==> src/rtl/qalu_pkg.sv <==
package qalu_pkg;
   // source select carried in the two low bits of the operation code
   typedef enum logic [1:0] {
      SEL_AND  = 2'b00,
      SEL_OR   = 2'b01,
      SEL_SUM  = 2'b10,
      SEL_LESS = 2'b11
   } qalu_sel_e;

   localparam logic [3:0] OPC_AND  = 4'b0000;
   localparam logic [3:0] OPC_OR   = 4'b0001;
   localparam logic [3:0] OPC_ADD  = 4'b0010;
   localparam logic [3:0] OPC_SUB  = 4'b0110;
   localparam logic [3:0] OPC_LESS = 4'b0111;
   localparam logic [3:0] OPC_NOR  = 4'b1100;
endpackage

==> src/rtl/qalu_prep.sv <==
module qalu_prep #(
   parameter int W = 32
) (
   input  logic [W-1:0] a,
   input  logic [W-1:0] b,
   input  logic         inv_a,
   input  logic         inv_b,
   output logic [W-1:0] a_x,
   output logic [W-1:0] b_x
);
   // conditional inversion: XOR with a replicated control bit
   assign a_x = a ^ {W{inv_a}};
   assign b_x = b ^ {W{inv_b}};
endmodule

==> src/rtl/qalu_adder.sv <==
module qalu_adder #(
   parameter int W         = 32,
   parameter bit LOOKAHEAD = 1'b0
) (
   input  logic [W-1:0] x,
   input  logic [W-1:0] y,
   input  logic         cin,
   output logic [W-1:0] sum,
   output logic         c_into_msb,
   output logic         c_out
);
   localparam int MSB = W - 1;

   generate
      if (LOOKAHEAD) begin : g_word
         logic [W:0] full;
         assign full       = {1'b0, x} + {1'b0, y} + {{W{1'b0}}, cin};
         assign sum        = full[MSB:0];
         assign c_out      = full[W];
         // carry into top bit recovered from the top bit's sum equation
         assign c_into_msb = full[MSB] ^ x[MSB] ^ y[MSB];
      end else begin : g_ripple
         logic [W:0] chain;
         always_comb begin
            chain[0] = cin;
            for (int i = 0; i < W; i++) begin
               sum[i]       = x[i] ^ y[i] ^ chain[i];
               chain[i + 1] = (x[i] & y[i]) | (chain[i] & (x[i] ^ y[i]));
            end
         end
         assign c_out      = chain[W];
         assign c_into_msb = chain[MSB];


         always_comb begin
            ripple_sum_chk: assert ({c_out, sum} ==
               ({1'b0, x} + {1'b0, y} + {{W{1'b0}}, cin}));
         end
      end
   endgenerate
endmodule

==> src/rtl/qalu_select.sv <==
module qalu_select
   import qalu_pkg::*;
#(
   parameter int W = 32
) (
   input  qalu_sel_e    sel,
   input  logic [W-1:0] a_x,
   input  logic [W-1:0] b_x,
   input  logic [W-1:0] sum,
   input  logic         c_into_msb,
   input  logic         c_out,
   output logic [W-1:0] result,
   output logic         zero,
   output logic         overflow,
   output logic         carry_out
);
   localparam int MSB = W - 1;

   logic ovf_raw;
   logic less;
   logic arith;

   always_comb begin
      ovf_raw = c_into_msb ^ c_out;
      // sign of the difference corrected by overflow
      less    = sum[MSB] ^ ovf_raw;
      arith   = (sel == SEL_SUM);
      unique case (sel)
         SEL_AND:  result = a_x & b_x;
         SEL_OR:   result = a_x | b_x;
         SEL_SUM:  result = sum;
         default:  result = {{(W-1){1'b0}}, less};
      endcase
      overflow  = arith & ovf_raw;
      carry_out = arith & c_out;
      zero      = ~|result;
   end
endmodule

==> src/rtl/quad_op_alu.sv <==
module quad_op_alu
   import qalu_pkg::*;
#(
   parameter int W         = 32,
   parameter bit LOOKAHEAD = 1'b0
) (
   input  logic [3:0]   op,
   input  logic [W-1:0] a,
   input  logic [W-1:0] b,
   output logic [W-1:0] result,
   output logic         zero,
   output logic         overflow,
   output logic         carry_out
);
   localparam int MSB = W - 1;

   generate
      if (W < 2) begin : g_bad_width
         $error("quad_op_alu: W must be at least 2");
      end
   endgenerate

   logic [W-1:0] a_x;
   logic [W-1:0] b_x;
   logic [W-1:0] sum;
   logic         c_into_msb;
   logic         c_out;
   qalu_sel_e    sel;

   assign sel = qalu_sel_e'(op[1:0]);

   qalu_prep #(.W(W)) u_prep (
      .a(a), .b(b), .inv_a(op[3]), .inv_b(op[2]),
      .a_x(a_x), .b_x(b_x)
   );

   // B-invert bit doubles as the adder carry-in
   qalu_adder #(.W(W), .LOOKAHEAD(LOOKAHEAD)) u_add (
      .x(a_x), .y(b_x), .cin(op[2]),
      .sum(sum), .c_into_msb(c_into_msb), .c_out(c_out)
   );

   qalu_select #(.W(W)) u_sel (
      .sel(sel), .a_x(a_x), .b_x(b_x), .sum(sum),
      .c_into_msb(c_into_msb), .c_out(c_out),
      .result(result), .zero(zero),
      .overflow(overflow), .carry_out(carry_out)
   );

   always_comb begin

      if (op == OPC_AND) and_path_chk: assert (result == (a & b));

      if (op == OPC_NOR) nor_path_chk: assert (result == ~(a | b));

      if (op == OPC_LESS) less_upper_chk: assert (result[MSB:1] == '0);

      if (op == OPC_AND || op == OPC_OR || op == OPC_NOR || op == OPC_LESS)
         flags_idle_chk: assert (!overflow && !carry_out);

      if (op == OPC_ADD && overflow)
         add_ovf_sign_chk: assert (a[MSB] == b[MSB] && result[MSB] != a[MSB]);
   end
endmodule

==> config.mk <==
export PLATFORM = sky130hd
export DESIGN_NAME = quad_op_alu
export DESIGN_NICKNAME = d
export VERILOG_FILES = /design/src/rtl/qalu_pkg.sv /design/src/rtl/qalu_prep.sv /design/src/rtl/qalu_adder.sv /design/src/rtl/qalu_select.sv /design/src/rtl/quad_op_alu.sv
export SDC_FILE = /design/constraint.sdc
export NUM_CORES = 1
export LEC_CHECK = 0
export BUFFER_PORTS_ARGS = -buffer_cell sky130_fd_sc_hd__buf_2
export CAP_MARGIN = 10
export CORE_MARGIN = 3
export CORE_UTILIZATION = 59
export DETAILED_ROUTE_END_ITERATION = 16
export PLACE_DENSITY = 0.9
export REMOVE_ABC_BUFFERS = 1
export SYNTH_ARGS = -nofsm -noshare
export SYNTH_HDL_FRONTEND = slang
export SYNTH_SLANG_ARGS = --single-unit
==> constraint.sdc <==
create_clock -name vclk -period 39.9
set_input_delay 5.985 -clock vclk [all_inputs]
set_output_delay 5.985 -clock vclk [all_outputs]
set_load 0.02 [all_outputs]
* Word level (Yosys, flattened, before mapping) *
Index checks and enable logic that the tools add are counted.

operators by class
  equality and inequality tests = 2
  mux-type cells = 1
  bitwise operators = 168
  reductions and logical operators = 3

operator list
  operator              number
  $pmux W32 S3          1
  $and A1 B1 Y1         66
  $xor A1 B1 Y1         66
  $xor A32 B32 Y32      2
  $and A32 B32 Y32      1
  $or A1 B1 Y1          32
  $or A32 B32 Y32       1
  $reduce_or A32 Y1     1
  $eq A2 B1 Y1 const B  1
  $eq A2 B2 Y1 const B  1
  $logic_not A2 Y1      1
  $logic_not A1 Y1      1

storage, ports and cells
  flip-flop bits (word level) = 0
  bits of input ports = 68
  word-level logic and storage cells = 174

* Depth between registers and ports, before layout *
Gate-level depths: netlist (run 1).

  depth after elaboration = 71
  gate-level depth with buffers = 42
  depth with buffers taken out = 40

* Cells and area by module *
From an unflattened synthesis (run 1), not the netlist that was laid out.

second synthesis, totals
  cell total of the unflattened synthesis = 209
  area, all modules = 2195.9 sq um

modules (own cells, without submodules)
  module       times used  cells each  area each (sq um)
  qalu_select  1           95          814.5
  qalu_prep    1           72          703.2
  qalu_adder   1           42          678.2

* Least setup slack after synthesis (run 1) *
OpenSTA, ideal clock, no wires.

  path kind = input -> output
  from = input port op[2]
  to = output port zero
  arrival time = 21.229 ns
  required time = 33.915 ns
  slack = 12.686 ns
  cell stages on the path = 41
  cells stage by stage = clkbuf_1 -> clkbuf_1 -> xor2_1 -> fa_1 -> fa_1 -> fa_1 -> inv_1 -> fa_1 -> fa_1 -> fa_1 -> fa_1 -> fa_1 -> fa_1 -> fa_1 -> fa_1 -> fa_1 -> fa_1 -> fa_1 -> [... 5 more ...] -> fa_1 -> fa_1 -> fa_1 -> fa_1 -> fa_1 -> fa_1 -> fa_1 -> fa_1 -> fa_1 -> inv_1 -> fa_1 -> fa_1 -> fa_1 -> inv_1 -> mux4_2 -> or4_1 -> nor4_1 -> nor3b_2

on the way
  cells in the longest elaborated chain, start to end = 71

ends and longest elaborated chain
  what                 RTL line                            RTL
  start, declared      quad_op_alu.sv:7                    input logic [3:0] op,
  $xor A32 B32 Y32     qalu_prep.sv:13                     assign b_x = b ^ {W{inv_b}};
  $xor A1 B1 Y1        qalu_adder.sv:27, qalu_adder.sv:28
  $and A1 B1 Y1        qalu_adder.sv:28                    chain[i + 1] = (x[i] & y[i]) | (chain[i] & (x[i] ^ y[i]));
  $or A1 B1 Y1         qalu_adder.sv:28
  $and A1 B1 Y1        qalu_adder.sv:28
  $or A1 B1 Y1         qalu_adder.sv:28
  $and A1 B1 Y1        qalu_adder.sv:28
  $or A1 B1 Y1         qalu_adder.sv:28
  [... 56 more ...]    -
  $and A1 B1 Y1        qalu_adder.sv:28
  $or A1 B1 Y1         qalu_adder.sv:28
  $xor A1 B1 Y1        qalu_select.sv:24                   ovf_raw = c_into_msb ^ c_out;
  $xor A1 B1 Y1        qalu_select.sv:26                   less = sum[MSB] ^ ovf_raw;
  $pmux W32 S3 *       qalu_select.sv:28                   unique case (sel)
  net result[0]        quad_op_alu.sv:10                   output logic [W-1:0] result,
  $reduce_or A32 Y1 *  qalu_select.sv:36                   zero = ~|result;
  $logic_not A1 Y1 *   qalu_select.sv:36
  end, declared        quad_op_alu.sv:11                   output logic zero,

Mark *: on every way through the listed nets, which the timed path passes. The rest lies on a longest branch.

* Worst setup path after layout (run 1) *
  from = input port op[3]
  to = output port zero

on the way
  cells in the longest elaborated chain, start to end = 71

ends and longest elaborated chain
  what                 RTL line                            RTL
  $xor A32 B32 Y32 *   qalu_prep.sv:12                     assign a_x = a ^ {W{inv_a}};
  $xor A1 B1 Y1        qalu_adder.sv:27, qalu_adder.sv:28
  $and A1 B1 Y1        qalu_adder.sv:28
  $or A1 B1 Y1         qalu_adder.sv:28
  $and A1 B1 Y1        qalu_adder.sv:28
  $or A1 B1 Y1         qalu_adder.sv:28
  $and A1 B1 Y1        qalu_adder.sv:28
  $or A1 B1 Y1         qalu_adder.sv:28
  [... 55 more ...]    -
  $or A1 B1 Y1         qalu_adder.sv:28
  $and A1 B1 Y1        qalu_adder.sv:28
  $or A1 B1 Y1         qalu_adder.sv:28
  $xor A1 B1 Y1        qalu_select.sv:24
  $xor A1 B1 Y1        qalu_select.sv:26
  $pmux W32 S3 *       qalu_select.sv:28
  $reduce_or A32 Y1 *  qalu_select.sv:36
  $logic_not A1 Y1 *   qalu_select.sv:36

Mark *: on every way between the ends. The rest lies on a longest branch, timed or not.

==> results of run 1 <==
-- worst max-delay path, delay by kind of cell --
family | cells | cell delay (ps)
XOR/XNOR | 1 | 200
buffers and inverters | 6 | 900
AO/OA/AOI/OAI | 1 | 250
adder cells (fa/ha/maj) | 31 | 13030
AND/OR/NAND/NOR | 3 | 1000
multiplexers | 1 | 470
-- per-layer routing --
layer  vias up  share of wire [%]  track usage (%)  wire (µm)
met5         -                  0                0          0
met4         0                1.7             4.56        125
met3        12                4.0            0.998        292
met2        64                 53             42.4       3810
met1      1296                 42             27.6       3000
li1       1383                  -                -          -
-- stage by stage --
stage / hold WS [ps] / instances / power, W / util, %
global placement: 12650 / 550 / 0.0000639 / 73.1
CTS: 12670 / 550 / 0.0000675 / 73.1
finish: 12670 / 550 / 0.0000669 / 73.1
floorplan: 12130 / 374 / 0.0000454 / -
detailed placement: 12670 / 550 / 0.0000674 / 73.1
global route: 12720 / 550 / 0.0000764 / 73.1
-- layout make-up --
| class | count | share of cell area, % |
|---|---|---|
| multi-input combinational | 301 | 76.6 |
| timing repair buffer | 106 | 14.0 |
| inverter | 73 | 7.12 |
| tap | 70 | 2.27 |
-- layout by cell type, fill, tap and decap left out, drive strengths merged --
master and n:
buf 106, nand2 4, mux2i 4, xor2 62
ha 64, xnor2 4, or4b 1, a21oi 3
mux4 1, fa 32, a21o 2, or4 6
nor2 3, nand2b 5, nor3b 1, nor2b 51
nor4 2, o21ai 29, inv 73, a211o 2
o31a 25
-- synthesized netlist by cell type --
library cell and n:
sky130_fd_sc_hd__nand2b_1 5, sky130_fd_sc_hd__nor2_1 3, sky130_fd_sc_hd__or4_1 6, sky130_fd_sc_hd__a211o_1 2, sky130_fd_sc_hd__mux2i_1 4, sky130_fd_sc_hd__nor4_1 2
sky130_fd_sc_hd__buf_2 6, sky130_fd_sc_hd__xnor2_1 4, sky130_fd_sc_hd__clkbuf_1 13, sky130_fd_sc_hd__buf_6 1, sky130_fd_sc_hd__a21oi_1 3, sky130_fd_sc_hd__inv_1 73
sky130_fd_sc_hd__fa_1 32, sky130_fd_sc_hd__o31a_1 25, sky130_fd_sc_hd__buf_4 1, sky130_fd_sc_hd__buf_1 3, sky130_fd_sc_hd__xor2_1 62, sky130_fd_sc_hd__o21ai_0 29
sky130_fd_sc_hd__nand2_1 4, sky130_fd_sc_hd__nor2b_1 51, sky130_fd_sc_hd__or4b_1 1, sky130_fd_sc_hd__mux4_2 1, sky130_fd_sc_hd__ha_1 64, sky130_fd_sc_hd__a21o_1 2
sky130_fd_sc_hd__nor3b_2 1
-- power by group through the flow --
| stage | Combinational, W | Sequential, W | Clock [W] |
|---|---|---|---|
| finish | 0.0000669 | 0 | 0 |
| global route | 0.0000764 | 0 | 0 |
| CTS | 0.0000675 | 0 | 0 |
| detailed placement | 0.0000674 | 0 | 0 |
| global placement | 0.0000639 | 0 | 0 |
| floorplan | 0.0000454 | 0 | 0 |
-- logic make-up after synthesis --
family                   count (synthesis)  synth area share, %
buffers and inverters                   97                 11.5
adder cells (fa/ha/maj)                 96                 43.2
AND/OR/NAND/NOR                         73                 13.7
XOR/XNOR                                66                 17.3
AO/OA/AOI/OAI                           61                 12.3
multiplexers                             5                 1.88
-- worst max path at each step --
stage | start | end | slack (ps)
after floorplan | a[0] | zero | 13390
after global placement | op[3] | zero | 12460
after detailed placement | op[3] | zero | 11990
after CTS | op[3] | zero | 11950
after global routing | op[3] | zero | 11230
final | op[3] | zero | 12080
==> load_flow_metrics.sql, run 1 <==
INSERT INTO impl_metrics (metric_group, metric, value, unit) VALUES
('outcome', 'outcome', 'finished clean', ''),
('worst_setup_path', 'slowest_delay', '500', 'ps'),
('cells_and_area', 'filler_cell_count', '423', ''),
('cells_and_area', 'layout_cell_share_with_drive_strength_beyond_1', '22.5', '%'),
('detailed_routing', 'remaining_drc_errors', '0', ''),
('power', 'pwr-share-seq', '0', '%'),
('worst_setup_path', 'setup.worst_path.end_class', 'output port', ''),
('detailed_routing', 'wl_per_cell', '13.2', 'µm'),
('min_path', 'worstHoldPathCells', '6', ''),
('power', 'p_clk_share', '0', '%'),
('yosys', 'synth.top_cell.area_share', '24.0', '%'),
('worst_setup_path', 'critPathMaxFanout', '32', ''),
('timing', 'slew_headroom', '35.8', '%'),
('grt', 'first_global_vias', '2778', ''),
('cells_and_area', 'syn_to_final_growth', '15.5', '%'),
('cells_and_area', 'antenna-diode-count', '0', ''),
('min_path', 'min_delay_worst_endpoint', 'carry_out', ''),
('timing', 'final_setup_tns', '0', 'ps'),
('job', 'maxCapViolations', '0', ''),
('floorplan', 'start_util', '63.2', '%'),
('detailed_routing', 'detail_route.wirelength', '7230', 'µm'),
('detailed_routing', 'via_per_inst', '5.01', ''),
('grt', 'grt_antenna_before_repair', '0', ''),
('place', 'dpl_worst_slack', '11990', 'ps'),
('power', 'vdd.ir_drop.worst', '0.00000969', 'V'),
('yosys', 'synth_area', '3330', 'µm²'),
('grt', 'grtUsageTotal', '22.2', '%'),
('timing', 'worst_slew_pin_slew', '964', 'ps'),
('cts', 'post_cts_buffers', '0', ''),
('yosys', 'post-synth-top-area-cell', 'sky130_fd_sc_hd__ha_1', ''),
('cts', 'postCtsResizedCells', '0', ''),
('timing', 'grt_setup_unrepaired', 'false', ''),
('worst_setup_path', 'type_of_the_worst_setup_path', 'input port to output port', ''),
('yosys', 'ys_top_cells_by_area', 'sky130_fd_sc_hd__ha_1, sky130_fd_sc_hd__fa_1, sky130_fd_sc_hd__xor2_1, sky130_fd_sc_hd__nor2b_1, sky130_fd_sc_hd__inv_1', ''),
('floorplan', 'die_w', '81.2', 'µm'),
('yosys', 'yosysSeqAreaShare', '0', '%'),
('power', 'total_switching_power', '0.0000399', 'W'),
('floorplan', 'design.die.area', '6590', 'µm²'),
('place', 'finalWeightedCongestion', '0.844', ''),
('cells_and_area', 'seq_cell_count', '0', ''),
('grt', 'grt_start_max_net_pins', '87', ''),
('cells_and_area', 'multiInputGateArea', '2950', 'µm²'),
('yosys', 'avgSynthCellArea', '8.37', 'µm²'),
('timing', 'final-max-slew-violation-count', '0', ''),
('worst_setup_path', 'setup.worst_path.start_class', 'input port', ''),
('min_path', 'timing.hold.worst.start', 'a[31]', ''),
('floorplan', 'core_box_area', '5270', 'µm²'),
('power', 'total_leakage_power', '2.11', 'nW'),
('floorplan', 'fp-row-count', '26', ''),
('place', 'place.port_buffers', '103', ''),
('worst_setup_path', 'timing.critical_path.mode_cell', 'sky130_fd_sc_hd__fa_1', ''),
('grt', 'first_pass_grt_wire_length', '11900', 'µm'),
('detailed_routing', 'ant_nets', '0', ''),
('timing', 'timing.final.hold_violations', '0', ''),
('timing', 'layout_min_cycle_time', '27820', 'ps'),
('grt', 'overflow_left_after_global_routing', '0', ''),
('cells_and_area', 'design.final.nets', '646', ''),
('yosys', 'yosysUniqueCellTypes', '25', ''),
('cells_and_area', 'n_clock_buffer', '0', ''),
('power', 'sw_frac_of_total', '59.6', '%'),
('min_path', 'class_of_the_tightest_hold_or_removal_check', 'input port to output port', ''),
('power', 'power.combinational.fraction', '100.0', '%'),
('yosys', 'syn-instance-count', '398', ''),
('floorplan', 'die-height', '81.2', 'µm'),
('floorplan', 'ioPinCount', '103', ''),
('place', 'detailed_place_hpwl', '5870', 'µm'),
('cts', 'post_cts_hold_buffer_count', '0', ''),
('power', 'pwr_density_cell', '17.4', 'nW/µm²'),
('detailed_routing', 'via_count', '2755', ''),
('timing', 'setup_viol', '0', ''),
('timing', 'clock.fmax', '35.9', 'MHz'),
('yosys', 'ys.warnings.count', '0', ''),
('worst_setup_path', 'worst_ep_arrival_time', '21840', 'ps'),
('place', 'place_area', '3850', 'µm²'),
('worst_setup_path', 'cpMaxStageDelayCell', 'sky130_fd_sc_hd__fa_1', ''),
('detailed_routing', 'drt_first_pass_iters', '4', ''),
('cells_and_area', 'stdcell_area', '3850', 'µm²'),
('worst_setup_path', 'timing.critical_path.required', '33910', 'ps'),
('cells_and_area', 'seq_area', '0', 'µm²'),
('detailed_routing', 'detailedRoute.firstIterationViolations', '83', ''),
('timing', 'final_min_period_over_clock_period', '69.7', '%'),
('power', 'cellInternalPower', '0.0000270', 'W'),
('timing', 'final.setup.worst_slack', '12080', 'ps');
No activity file was read; power rests on OpenSTA's default activity.
==> run 2: changes to the inputs <==
- CORE_UTILIZATION: 59 -> 55
- PLACE_DENSITY: 0.9 -> 0.85
- clock period: 39.9 -> 26 ns (I/O delays scaled with it)
==> run 2 against run 1 <==
Count of clock-buffer cells in the layout did not move. Largest power group unchanged. Final cell count is 0.36% higher. Total power up 54%. Hold slack lost 4200 ps. Non-clock buffer count did not move. Routed wire length rose by 3.9%. First-iteration DRC count up 11%. Sequential cell count unchanged. Critical path depth stayed put. Critical endpoint unchanged. Setup slack got worse by 9800 ps. Via count rose by 2.4%.
==> load_flow_metrics.sql, run 2 (synthesized netlist as in run 1, its figures left out) <==
INSERT INTO impl_metrics (metric_group, metric, value, unit) VALUES
('worst_setup_path', 'slowest_delay', '480', 'ps'),
('grt', 'grtUsageTotal', '20.5', '%'),
('cells_and_area', 'antenna-diode-count', '0', ''),
('grt', 'grt_use_met3', '1.38', '%'),
('min_path', 'class_of_the_tightest_hold_or_removal_check', 'input port to output port', ''),
('outcome', 'outcome', 'finished clean', ''),
('detailed_routing', 'ant_nets', '0', ''),
('floorplan', 'core_box_area', '5680', 'µm²'),
('grt', 'grt_start_max_net_pins', '87', ''),
('cts', 'postCtsResizedCells', '0', ''),
('grt', 'first_global_vias', '2849', ''),
('grt', 'overflow_left_after_global_routing', '0', ''),
('worst_setup_path', 'critPathTopFamily', 'adder cells', ''),
('cells_and_area', 'n_clock_buffer', '0', ''),
('floorplan', 'die_w', '83.9', 'µm'),
('cts', 'post_cts_hold_buffer_count', '0', ''),
('timing', 'clock.fmax', '42.1', 'MHz'),
('worst_setup_path', 'setup.worst_path.end_class', 'output port', ''),
('power', 'total_leakage_power', '2.11', 'nW'),
('cells_and_area', 'syn_to_final_growth', '15.6', '%'),
('worst_setup_path', 'critPathMaxFanout', '18', ''),
('grt', 'global_route.usage.met1', '24.0', '%'),
('worst_setup_path', 'type_of_the_worst_setup_path', 'input port to output port', ''),
('worst_setup_path', 'timing.critical_path.mode_cell', 'sky130_fd_sc_hd__fa_1', ''),
('timing', 'timing.final.hold_violations', '0', ''),
('floorplan', 'fp-row-count', '27', ''),
('timing', 'final-max-slew-violation-count', '0', ''),
('grt', 'first_pass_grt_wire_length', '12300', 'µm'),
('cts', 'post_cts_buffers', '0', ''),
('floorplan', 'die-height', '83.9', 'µm'),
('place', 'place.port_buffers', '103', ''),
('detailed_routing', 'via_count', '2820', ''),
('worst_setup_path', 'critPathBufInv', '6', ''),
('timing', 'slew_headroom', '36.7', '%'),
('timing', 'setup_viol', '0', ''),
('timing', 'final_min_period_over_clock_period', '91.4', '%'),
('detailed_routing', 'detailedRoute.firstIterationViolations', '92', ''),
('cells_and_area', 'design.final.nets', '646', ''),
('detailed_routing', 'wl_per_cell', '13.6', 'µm'),
('detailed_routing', 'drt_first_pass_iters', '4', ''),
('grt', 'global_route.usage.met2', '41.4', '%'),
('place', 'detailed_place_hpwl', '6220', 'µm'),
('timing', 'grt_setup_unrepaired', 'false', ''),
('detailed_routing', 'via_per_inst', '5.11', ''),
('power', 'p_total', '0.000103', 'W'),
('worst_setup_path', 'worst_ep_arrival_time', '19860', 'ps'),
('grt', 'grt_antenna_before_repair', '0', ''),
('cells_and_area', 'final_cell_mix', 'sky130_fd_sc_hd__buf_2, sky130_fd_sc_hd__inv_1, sky130_fd_sc_hd__ha_1', ''),
('job', 'maxCapViolations', '0', ''),
('detailed_routing', 'remaining_drc_errors', '0', ''),
('detailed_routing', 'detail_route.wirelength', '7510', 'µm'),
('floorplan', 'ioPinCount', '103', ''),
('power', 'pwr_density_cell', '26.8', 'nW/µm²'),
('cells_and_area', 'final_common_cell', 'sky130_fd_sc_hd__buf_2', ''),
('timing', 'layout_min_cycle_time', '23760', 'ps'),
('timing', 'worst_slew_pin_slew', '950', 'ps'),
('floorplan', 'start_util', '58.7', '%'),
('grt', 'grt.busiest_layer', 'met2', ''),
('floorplan', 'design.die.area', '7030', 'µm²'),
('cells_and_area', 'seq_cell_count', '0', ''),
('worst_setup_path', 'timing.critical_path.required', '22100', 'ps'),
('power', 'vdd.ir_drop.worst', '0.0000151', 'V'),
('place', 'finalWeightedCongestion', '0.856', ''),
('cells_and_area', 'layout_cell_share_with_drive_strength_beyond_1', '22.5', '%'),
('worst_setup_path', 'cpMaxStageDelayCell', 'sky130_fd_sc_hd__fa_1', ''),
('timing', 'final_setup_tns', '0', 'ps'),
('worst_setup_path', 'setup.worst_path.start_class', 'input port', ''),
('cells_and_area', 'filler_cell_count', '469', ''),
('cells_and_area', 'seq_area', '0', 'µm²');
-- run 2: cell counts in the layout (fill, tap and decap cells not counted) --
Identical to the previous run, type by type.
-- run 2: layer usage --
layer	routed length, µm	share of wire, %
met2	4050	54
met3	310	4.1
met4	89	1.2
met5	0	0
met1	3070	41
-- run 2: where the power goes --
part	internal [W]	switching, W
combinational	0.0000418	0.0000615
sequential	0	0
clock	0	0
-- run 2: layout make-up --
cell class | instances | area (µm²) | share of cell area (%)
well taps | 72 | 90.1 | 2.34
multi-input cells | 301 | 2950 | 76.6
inverters | 73 | 274 | 7.11
repair buffers | 106 | 538 | 14.0
-- run 2: per-stage QoR --
stage	hold WS [ps]	utilization, %	instances	worst slack (ps)	instance area (µm²)
after detailed placement	8490	67.9	552	2200	3850
after CTS	8490	67.9	552	2170	3850
after global routing	8580	67.9	552	1530	3850
final	8490	67.9	552	2240	3850
after floorplan	7960	-	374	3660	3220
after global placement	8490	67.9	552	2530	3850
-- run 2: final timing paths --
path / from / to / slack [ps] / depth (start not counted)
worst min-delay path: a[31] / carry_out / 8490 / 6
worst max-delay path: op[3] / zero / 2240 / 43
